$ cat src/rtl/irq_seq_pkg.sv
package irq_seq_pkg;

  typedef enum logic [2:0] {
    ST_IDLE,
    ST_PUSH,
    ST_VEC,
    ST_POP,
    ST_DONE
  } seq_state_t;

  localparam int CTX_BYTES = 5;
  localparam int CNT_W     = 3;
  localparam logic [CNT_W-1:0] CNT_LAST = CNT_W'(CTX_BYTES - 1);

  // Vector address of slot idx: two bytes per slot above the base.
  function automatic logic [15:0] vec_for(input logic [15:0] base, input int unsigned idx);
    return base + 16'(2 * idx);
  endfunction

  // Restore runs backwards through the save slots.
  function automatic logic [CNT_W-1:0] pop_slot(input logic [CNT_W-1:0] cnt);
    return CNT_LAST - cnt;
  endfunction

endpackage

$ cat src/rtl/irq_pend_arb.sv
module irq_pend_arb #(
  parameter int NSRC = 8,
  parameter int IDX_W = 3,
  parameter logic [NSRC-1:0] HALT_MASK = '0
) (
  input  logic             clk,
  input  logic             rst_n,
  input  logic [NSRC-1:0]  irq_req,
  input  logic             mask,
  input  logic             clr_valid,
  input  logic [IDX_W-1:0] clr_idx,
  output logic [NSRC-1:0]  pend,
  output logic             avail,
  output logic [IDX_W-1:0] win_idx,
  output logic             wake_wait,
  output logic             wake_halt
);

  logic [NSRC-1:0] clr_vec;
  logic [NSRC-1:0] elig;
  logic [NSRC-1:0] live;

  for (genvar g = 0; g < NSRC; g++) begin : g_clr
    assign clr_vec[g] = clr_valid && (clr_idx == IDX_W'(g));
  end

  // A request arriving in the same cycle as a clear wins.
  always_ff @(posedge clk or negedge rst_n) begin
    if (!rst_n) pend <= '0;
    else        pend <= (pend & ~clr_vec) | irq_req;
  end

  assign elig  = pend & {NSRC{~mask}};
  assign avail = |elig;

  // Fixed priority: the lowest source number wins.
  always_comb begin
    win_idx = '0;
    for (int i = NSRC - 1; i >= 0; i--) begin
      if (elig[i]) win_idx = IDX_W'(i);
    end
  end

  assign live      = pend | irq_req;
  assign wake_wait = |live;
  assign wake_halt = |(live & HALT_MASK);

endmodule

$ cat src/rtl/irq_mask_ctl.sv
module irq_mask_ctl (
  input  logic clk,
  input  logic rst_n,
  input  logic idle,
  input  logic cpu_set,
  input  logic cpu_clr,
  input  logic hw_set,
  input  logic hw_clr,
  output logic mask
);

  always_ff @(posedge clk or negedge rst_n) begin
    if (!rst_n)           mask <= 1'b1;
    else if (hw_set)      mask <= 1'b1;
    else if (hw_clr)      mask <= 1'b0;
    else if (idle) begin
      if (cpu_set)        mask <= 1'b1;
      else if (cpu_clr)   mask <= 1'b0;
    end
  end

endmodule

$ cat src/rtl/ctx_stack_seq.sv
module ctx_stack_seq
  import irq_seq_pkg::*;
#(
  parameter int SP_W = 8,
  parameter int IDX_W = 3,
  parameter logic [SP_W-1:0] SP_RST = '1
) (
  input  logic             clk,
  input  logic             rst_n,
  input  logic             take,
  input  logic             take_trap,
  input  logic [IDX_W-1:0] take_idx,
  input  logic             iret_req,
  input  logic [15:0]      pc_in,
  input  logic [7:0]       x_in,
  input  logic [7:0]       a_in,
  input  logic [7:0]       cc_in,
  input  logic [7:0]       stk_rdata,
  input  logic             stk_ack,
  output logic             stk_we,
  output logic             stk_re,
  output logic [SP_W-1:0]  stk_addr,
  output logic [7:0]       stk_wdata,
  output logic [SP_W-1:0]  sp,
  output logic             busy,
  output logic             vec_valid,
  output logic             vec_trap,
  output logic [IDX_W-1:0] vec_idx,
  output logic             save_done,
  output logic             ret_valid,
  output logic [15:0]      ret_pc,
  output logic [7:0]       ret_x,
  output logic [7:0]       ret_a,
  output logic [7:0]       ret_cc,
  output logic             push_fire,
  output logic             pop_fire
);

  seq_state_t       state;
  logic [CNT_W-1:0] cnt;
  logic [7:0]       ctx_q [CTX_BYTES];
  logic             iret_go;

  assign busy      = (state != ST_IDLE);
  assign iret_go   = (state == ST_IDLE) && !take && iret_req;
  assign stk_we    = (state == ST_PUSH);
  assign stk_re    = (state == ST_POP);
  assign stk_addr  = stk_re ? (sp + SP_W'(1)) : sp;
  assign stk_wdata = ctx_q[cnt];
  assign push_fire = stk_we && stk_ack;
  assign pop_fire  = stk_re && stk_ack;
  assign save_done = push_fire && (cnt == CNT_LAST);
  assign vec_valid = (state == ST_VEC);
  assign ret_valid = (state == ST_DONE);

  // Slot layout: 0 PC low, 1 PC high, 2 X, 3 A, 4 CC.
  assign ret_pc = {ctx_q[1], ctx_q[0]};
  assign ret_x  = ctx_q[2];
  assign ret_a  = ctx_q[3];
  assign ret_cc = ctx_q[4];

  always_ff @(posedge clk or negedge rst_n) begin
    if (!rst_n) begin
      state    <= ST_IDLE;
      cnt      <= '0;
      sp       <= SP_RST;
      vec_trap <= 1'b0;
      vec_idx  <= '0;
      for (int i = 0; i < CTX_BYTES; i++) ctx_q[i] <= '0;
    end else begin
      unique case (state)
        ST_IDLE: begin
          cnt <= '0;
          if (take) begin
            ctx_q[0] <= pc_in[7:0];
            ctx_q[1] <= pc_in[15:8];
            ctx_q[2] <= x_in;
            ctx_q[3] <= a_in;
            ctx_q[4] <= cc_in;
            vec_trap <= take_trap;
            vec_idx  <= take_idx;
            state    <= ST_PUSH;
          end else if (iret_go) begin
            state <= ST_POP;
          end
        end
        ST_PUSH: begin
          if (push_fire) begin
            sp <= sp - SP_W'(1);
            if (cnt == CNT_LAST) state <= ST_VEC;
            else                 cnt   <= cnt + CNT_W'(1);
          end
        end
        ST_VEC: state <= ST_IDLE;
        ST_POP: begin
          if (pop_fire) begin
            sp <= sp + SP_W'(1);
            ctx_q[pop_slot(cnt)] <= stk_rdata;
            if (cnt == CNT_LAST) state <= ST_DONE;
            else                 cnt   <= cnt + CNT_W'(1);
          end
        end
        ST_DONE: state <= ST_IDLE;
        default: state <= ST_IDLE;
      endcase
    end
  end

endmodule

$ cat src/rtl/irq_entry_seq.sv
module irq_entry_seq
  import irq_seq_pkg::*;
#(
  parameter int NSRC = 8,
  parameter int SP_W = 8,
  parameter logic [SP_W-1:0] SP_RST = '1,
  parameter logic [15:0] VEC_BASE = 16'hFFE0,
  parameter logic [NSRC-1:0] HALT_MASK = NSRC'(3)
) (
  input  logic            clk,
  input  logic            rst_n,
  input  logic [NSRC-1:0] irq_req,
  input  logic            trap_req,
  input  logic            eoi,
  input  logic            iret_req,
  input  logic            mask_set,
  input  logic            mask_clr,
  input  logic [15:0]     pc_in,
  input  logic [7:0]      x_in,
  input  logic [7:0]      a_in,
  input  logic [7:0]      cc_in,
  output logic            stk_we,
  output logic            stk_re,
  output logic [SP_W-1:0] stk_addr,
  output logic [7:0]      stk_wdata,
  input  logic [7:0]      stk_rdata,
  input  logic            stk_ack,
  output logic [SP_W-1:0] sp_o,
  output logic            busy,
  output logic            mask_o,
  output logic            vec_valid,
  output logic [15:0]     vec_addr,
  output logic            ret_valid,
  output logic [15:0]     ret_pc,
  output logic [7:0]      ret_x,
  output logic [7:0]      ret_a,
  output logic [7:0]      ret_cc,
  output logic            wake_wait,
  output logic            wake_halt
);

  localparam int IDX_W = (NSRC > 1) ? $clog2(NSRC) : 1;

  // Named internal events, also watched by the checker.
  logic [NSRC-1:0]  pend;
  logic             avail;
  logic [IDX_W-1:0] win_idx;
  logic             take_evt;
  logic             vec_trap;
  logic [IDX_W-1:0] vec_idx;
  logic             save_done;
  logic             push_fire;
  logic             pop_fire;
  logic             clr_valid;

  assign take_evt  = eoi && !busy && (trap_req || avail);
  assign clr_valid = vec_valid && !vec_trap;

  irq_pend_arb #(
    .NSRC(NSRC), .IDX_W(IDX_W), .HALT_MASK(HALT_MASK)
  ) u_arb (
    .clk(clk), .rst_n(rst_n), .irq_req(irq_req), .mask(mask_o),
    .clr_valid(clr_valid), .clr_idx(vec_idx), .pend(pend), .avail(avail),
    .win_idx(win_idx), .wake_wait(wake_wait), .wake_halt(wake_halt)
  );

  irq_mask_ctl u_mask (
    .clk(clk), .rst_n(rst_n), .idle(!busy), .cpu_set(mask_set),
    .cpu_clr(mask_clr), .hw_set(save_done), .hw_clr(ret_valid), .mask(mask_o)
  );

  ctx_stack_seq #(
    .SP_W(SP_W), .IDX_W(IDX_W), .SP_RST(SP_RST)
  ) u_seq (
    .clk(clk), .rst_n(rst_n), .take(take_evt), .take_trap(trap_req),
    .take_idx(win_idx), .iret_req(iret_req), .pc_in(pc_in), .x_in(x_in),
    .a_in(a_in), .cc_in(cc_in), .stk_rdata(stk_rdata), .stk_ack(stk_ack),
    .stk_we(stk_we), .stk_re(stk_re), .stk_addr(stk_addr),
    .stk_wdata(stk_wdata), .sp(sp_o), .busy(busy), .vec_valid(vec_valid),
    .vec_trap(vec_trap), .vec_idx(vec_idx), .save_done(save_done),
    .ret_valid(ret_valid), .ret_pc(ret_pc), .ret_x(ret_x), .ret_a(ret_a),
    .ret_cc(ret_cc), .push_fire(push_fire), .pop_fire(pop_fire)
  );

  assign vec_addr = vec_for(VEC_BASE, vec_trap ? NSRC : int'(unsigned'(vec_idx)));

endmodule

$ cat config.mk
export PLATFORM = sky130hd
export DESIGN_NAME = irq_entry_seq
export DESIGN_NICKNAME = d
export VERILOG_FILES = /design/src/rtl/irq_seq_pkg.sv /design/src/rtl/irq_pend_arb.sv /design/src/rtl/irq_mask_ctl.sv /design/src/rtl/ctx_stack_seq.sv /design/src/rtl/irq_entry_seq.sv
export SDC_FILE = /design/constraint.sdc
export NUM_CORES = 1
export LEC_CHECK = 0
export BUFFER_PORTS_ARGS = -buffer_cell sky130_fd_sc_hd__buf_2
export CAP_MARGIN = 10
export CORE_ASPECT_RATIO = 1.75
export CORE_UTILIZATION = 51
export DETAILED_ROUTE_END_ITERATION = 10
export PLACE_DENSITY = 0.78
export SYNTH_ARGS = -nofsm -noshare
export SYNTH_HDL_FRONTEND = slang
export SYNTH_SLANG_ARGS = --single-unit
$ cat constraint.sdc
create_clock -name clk -period 3.8 [get_ports clk]
set_clock_uncertainty 0.1 [all_clocks]
set_input_delay 0.38 -clock clk [delete_from_list [all_inputs] [get_ports clk]]
set_output_delay 0.38 -clock clk [all_outputs]
set_load 0.01 [all_outputs]
==> summary.txt, run 1 <==
Synth
  – Mapped cell area: around 4300 µm²
  – Ys async rst share: 1.00
  – Post-synthesis register bit count: 67
  – Synth Warn #: 0
  – Syn Inst Count: 444
  – Sequential fraction of the synthesis area: 0.390
  – Syn_area_per_cell: 9.74 µm²
  – Post-synth EDFFs: 0
  – Top_reg_cell synth: dfrtp_1
  – Synth unique cells: 54

CTS
  – Hold_buf cts: 0
  – Root Buffer: clkbuf_16
  – Clk_lat worst skew: 0.35 ns
  – CTS tree: done
  – Post-CTS setup buffer count: 0
  – Max Root-Sink Buffers: 2
  – CTS buffer count: 9
  – H-tree depth: 3
  – PostCTS Resize Cnt: 0
  – Clock-pin slew on the worst setup and hold paths: 0.06 ns
  – Clock sinks: 67

Layout
  – Final instance area: about 5300 µm²
  – Most common cell after layout, fill and taps aside: buf_2
  – Area Growth Syn to Fin: 22.1%
  – Non-Filler Instances: roughly 670
  – Fin util: 0.640
  – Number of diodes: 0
  – Most frequent cells in the layout: buf_2, nand2_1, dfrtp_1
  – Layout Nets: ~640
  – Layout cells sized above 1: 0.406

Setup path
  – Setup CP Type: reg2reg
  – Reg2Reg Setup Slack: a little under 1 ns
  – WP data required: around 4.0 ns
  – Setup crit end kind: flip-flop
  – Critical path startpoint category: flip-flop
  – Worst r2r path cells: 7
  – Critical-path maximum fanout: 11
  – R2r endpoint: u_seq.ret_cc[6]
  – RR Startpoint: u_seq.cnt[1]
  – CP arrival: ~3.0 ns
  – Critical path origin: u_seq.cnt[1]

Global routing
  – GRT overflow: 0
  – Wire length of the first global-routing pass: approximately 19000 µm
  – Vias in the first global route: 3892
  – GRT Util Overall: 0.287
  – Initial antenna violation count: 0
  – Largest net degree at the start of global routing: 45

Place
  – Detailed placement HPWL: approximately 8900 µm
  – Placement Cell Area: about 5000 µm²
  – Final Wtd Congestion: 0.889
  – Pre-CTS setup slack: between 1 and 1.5 ns
  – Post-Place Cells: 656
  – # port buffers: between 100 and 150

Timing
  – Max frequency: around 360 MHz
  – Final hold vios: 25
  – Max-slew violation count: 0
  – Slew @ Worst Pin: a little under 0.7 ns
  – Crit share post-route: 0.738
  – Slew HR: 0.540
  – Minimum clock period: approximately 2.8 ns
  – Unrepaired setup endpoints after global routing: no
  – Smallest setup slack after layout: 0.994 ns
  – Hold_ws: -0.0191 ns
  – Setup_tns: 0 ns
  – Setup violators final: 0

Routing
  – Drt wl/cell: around 18 µm
  – Iteration-0 DRC Markers: 292
  – DR WL met3: around 620 µm
  – Drt pass-1 iters: 4
  – WL met1: ~4400 µm
  – Drt total wl: between 10000 and 15000 µm
  – Detail Route Antenna Nets: 0
  – DRC viols: 0
  – Via count: about 3900
  – Vias/cell: between 5 and 6
  – Routed met2 length: roughly 6700 µm
  – Highest metal used: met4

Floorplanning
  – Die X: a little over 70 µm
  – Starting Density: 0.524
  – Total die area: between 8000 and 9000 µm²
  – Core area: about 8300 µm²
  – I/O pins: 152
  – FP Rows: 44
  – Die Span Y: about 120 µm

Run
  – Max Cap Viol: 0

Run status
  – Status: complete, but fails checks
  – Failing checks: negative hold slack

Power and ir drop
  – Power, Total: between 4 and 5 mW
  – Lkg Pwr: between 2 and 3 nW
  – Maximum vdd drop: between 0.5 and 0.6 mV
  – Power per cell area: about 850 nW/µm²

Min path
  – Hold WC Path Type: in2async
==> cells in the mapped netlist, drive strengths merged, types with 8 or more instances <==
library cell / instances / area share
o31ai: 10 / 0.017
nor2: 16 / 0.014
buf: 28 / 0.044
dfstp: 9 / 0.055
nor3: 9 / 0.015
a22o: 10 / 0.020
nand3: 35 / 0.045
nand2: 85 / 0.074
mux4: 8 / 0.042
a21oi: 9 / 0.016
xnor2: 10 / 0.020
a21o: 10 / 0.017
inv: 20 / 0.017
mux2: 43 / 0.12
dfrtp: 58 / 0.34
o21ai: 18 / 0.029
==> critical path, stage by stage (launching register included) <==
cell	delay, ns
dfrtp_1	0.63
inv_1	0.12
ha_1	0.20
ha_1	0.39
or3b_1	0.40
nor2_1	0.53
a22o_1	0.23
mux2_2	0.14
==> flip-flops by register name, indices dropped and copies added, names as in the netlist <==
name	cells
u_seq.sp	8
u_seq.state	3
u_seq.vec_idx	3
u_mask.mask	1
u_seq.ret_cc	8
u_seq.ret_a	8
u_arb.pend	8
u_seq.cnt	3
u_seq.ret_pc	16
u_seq.vec_trap	1
u_seq.ret_x	8
==> power by group <==
part / total (mW) / switching, mW / internal (mW) / leakage (nW)
Clock: 0.790 / 0.301 / 0.489 / 0.141
Combinational: 2.25 / 1.20 / 1.06 / 1.64
Sequential: 1.46 / 0.394 / 1.06 / 0.780
==> layer usage <==
layer | GRT usage | vias to the layer above
li1 | - | 1796
met1 | 0.321 | 1902
met2 | 0.511 | 151
met3 | 0.0421 | 26
met4 | 0.170 | 0
met5 | 0 | -
==> how the worst max path moves through the flow <==
stage	end	cells past startpoint
global route	u_seq.ret_cc[4]	7
finish	u_seq.ret_cc[6]	7
global placement	u_seq.ret_cc[3]	7
detailed placement	u_seq.ret_cc[6]	7
floorplan	u_seq.ret_pc[10]	8
CTS	u_seq.ret_cc[6]	7
==> cell families after synthesis <==
group                    after synthesis  share of synthesized area
flip-flops                            67                      0.390
XOR/XNOR                              16                     0.0324
AO/OA/AOI/OAI                         61                      0.106
other                                  2                    0.00174
buffers and inverters                 55                     0.0674
multiplexers                          52                      0.163
adder cells (fa/ha/maj)                5                     0.0145
AND/OR/NAND/NOR                      186                      0.225
==> area by class of cell <==
type	instances	area [µm²]
flip-flops and latches	67	1690
clock inverters	2	10.0
multi-input cells	332	2380
fillers	678	2980
inverters	20	75.1
repair buffers	145	741
well taps	92	115
clock buffers	13	270
(Power assumes the default switching activity.)
==> inputs of run 2 (changes only) <==
--- a/config.mk
+++ b/config.mk
@@ -8,9 +8,9 @@
 export BUFFER_PORTS_ARGS = -buffer_cell sky130_fd_sc_hd__buf_2
 export CAP_MARGIN = 10
 export CORE_ASPECT_RATIO = 1.75
-export CORE_UTILIZATION = 51
+export CORE_UTILIZATION = 46
 export DETAILED_ROUTE_END_ITERATION = 10
-export PLACE_DENSITY = 0.78
+export PLACE_DENSITY = 0.75
 export SYNTH_ARGS = -nofsm -noshare
 export SYNTH_HDL_FRONTEND = slang
 export SYNTH_SLANG_ARGS = --single-unit
==> constraint.sdc (replaced) <==
create_clock -name clk -period 2.55 [get_ports clk]
set_clock_uncertainty 0.1 [all_clocks]
set_input_delay 0.255 -clock clk [delete_from_list [all_inputs] [get_ports clk]]
set_output_delay 0.255 -clock clk [all_outputs]
set_load 0.01 [all_outputs]
==> summary.txt, run 2 (synthesized netlist as in run 1, its figures left out) <==
Layout
  – Layout cells sized above 1: 0.418
  – Layout Nets: between 600 and 700
  – Fin util: 0.600
  – Number of diodes: 0
  – Most frequent cells in the layout: buf_2, nand2_1, dfrtp_1
  – Register Area: about 1700 µm²
  – Multi-input logic area: around 2400 µm²
  – Area Growth Syn to Fin: 26.1%
  – Fillers: 797
  – Most common cell after layout, fill and taps aside: buf_2
  – Flip-flop count of the largest register after layout: 16

Routing
  – Drt wl/cell: around 17 µm
  – Detail Route Antenna Nets: 0
  – DRC viols: 0
  – Via count: around 4000
  – Drt total wl: roughly 12000 µm
  – Iteration-0 DRC Markers: a little under 300
  – Vias/cell: between 5 and 6
  – Drt pass-1 iters: 4

Global routing
  – GRT Util Overall: 0.266
  – Initial antenna violation count: 0
  – Vias in the first global route: around 4000
  – Met1 Use GR: 0.300
  – Wire length of the first global-routing pass: 19300 µm
  – Busiest layer in global routing: met2
  – Grt met2 use: 0.473
  – GRT overflow: 0
  – Largest net degree at the start of global routing: 33
  – Met3 Usage GRT: 0.0494

Floorplanning
  – FP Rows: 46
  – I/O pins: 152
  – Total die area: between 9000 and 10000 µm²
  – Die X: between 70 and 80 µm
  – Starting Density: 0.476
  – Die Span Y: between 100 and 150 µm
  – Core area: ~9100 µm²

Power and ir drop
  – Maximum vdd drop: around 0.8 mV
  – Power per cell area: 1280 nW/µm²
  – Power, Total: 6.96 mW
  – Lkg Pwr: 2.63 nW

CTS
  – Root Buffer: clkbuf_16
  – Max Root-Sink Buffers: 2
  – Hold_buf cts: 1
  – Clock-pin slew on the worst setup and hold paths: roughly 0.05 ns
  – H-tree depth: 3
  – CTS buffer count: 9
  – Clock sinks: 67
  – Clk_lat worst skew: between 0.3 and 0.4 ns
  – CTS tree: done
  – PostCTS Resize Cnt: 0
  – Post-CTS setup buffer count: 0

Setup path
  – Stages on worst setup path: 4
  – Top delay family on crit path: simple AND/OR/NAND/NOR gates
  – CP max-delay cell: or4_1
  – Crit path cell chain: nand3b_4 -> or4_1 -> xnor2_1 -> buf_2
  – Critical path startpoint category: flip-flop
  – Worst r2r path cells: 7
  – Setup CP Type: reg2out
  – Setup crit end kind: primary output
  – Critical-path maximum fanout: 10
  – Max incr delay on CP: between 0.5 and 0.6 ns
  – Worst path buffer plus inverter count: 1
  – WP data required: approximately 2.2 ns
  – CP arrival: slightly below 2 ns

Timing
  – Max-slew violation count: 0
  – Crit share post-route: 0.919
  – Setup violators final: 0
  – Final hold vios: 0
  – Max frequency: roughly 430 MHz
  – Unrepaired setup endpoints after global routing: no
  – Minimum clock period: 2.34 ns

Place
  – Detailed placement HPWL: ~9100 µm
  – # port buffers: roughly 140
  – Final Wtd Congestion: between 0.8 and 0.9

Min path
  – Hold WC Path Type: in2reg
  – Hold Path Depth: 2

Run
  – Max Cap Viol: 0

Run status
  – Status: completed
-- run 2: final timing paths --
kind,from,to,slack [ns]
worst max-delay path,u_seq.state[0],stk_addr[7],0.21
worst min-delay path,irq_req[6],u_arb.pend[6],0.02
worst max register to register,u_seq.cnt[0],u_seq.ret_cc[1],0.35
worst min register to register,u_seq.sp[6],u_seq.sp[6],0.41
max in group asynchronous,rst_n,u_mask.mask,1.29
min in group asynchronous,rst_n,u_seq.ret_a[4],0.32
-- run 2: through the flow --
step	setup TNS (ns)	worst slack [ns]	hold slack, ns	area, µm²	instances
floorplan	-0.0370	-0.00473	-0.141	4370	454
global placement	0	0.405	0.144	5120	694
detailed placement	0	0.363	0.147	5120	694
CTS	0	0.177	0.0101	5450	711
global route	0	0.0921	0.0251	5450	711
finish	0	0.208	0.0166	5450	711
-- run 2: per-layer routing --
metal,wire length [µm],vias to the layer above,share of wire
met1,4410,1921,0.36
met2,6660,178,0.54
met3,781,26,0.064
li1,-,1814,-
met4,395,0,0.032
met5,0,-,0
-- run 2: layout make-up --
| type | instances | area share |
|---|---|---|
| multi-input cells | 332 | 0.438 |
| flip-flops and latches | 67 | 0.309 |
| repair buffers | 156 | 0.151 |
| clock buffers | 9 | 0.0413 |
| well taps | 120 | 0.0275 |
| clock inverters | 7 | 0.0186 |
| inverters | 20 | 0.0138 |
-- run 2: report_power, final --
| group | switching (mW) | internal (mW) |
|---|---|---|
| registers | 0.531 | 1.58 |
| clock network | 0.491 | 0.862 |
| logic | 1.86 | 1.64 |
| total | 2.88 | 4.09 |
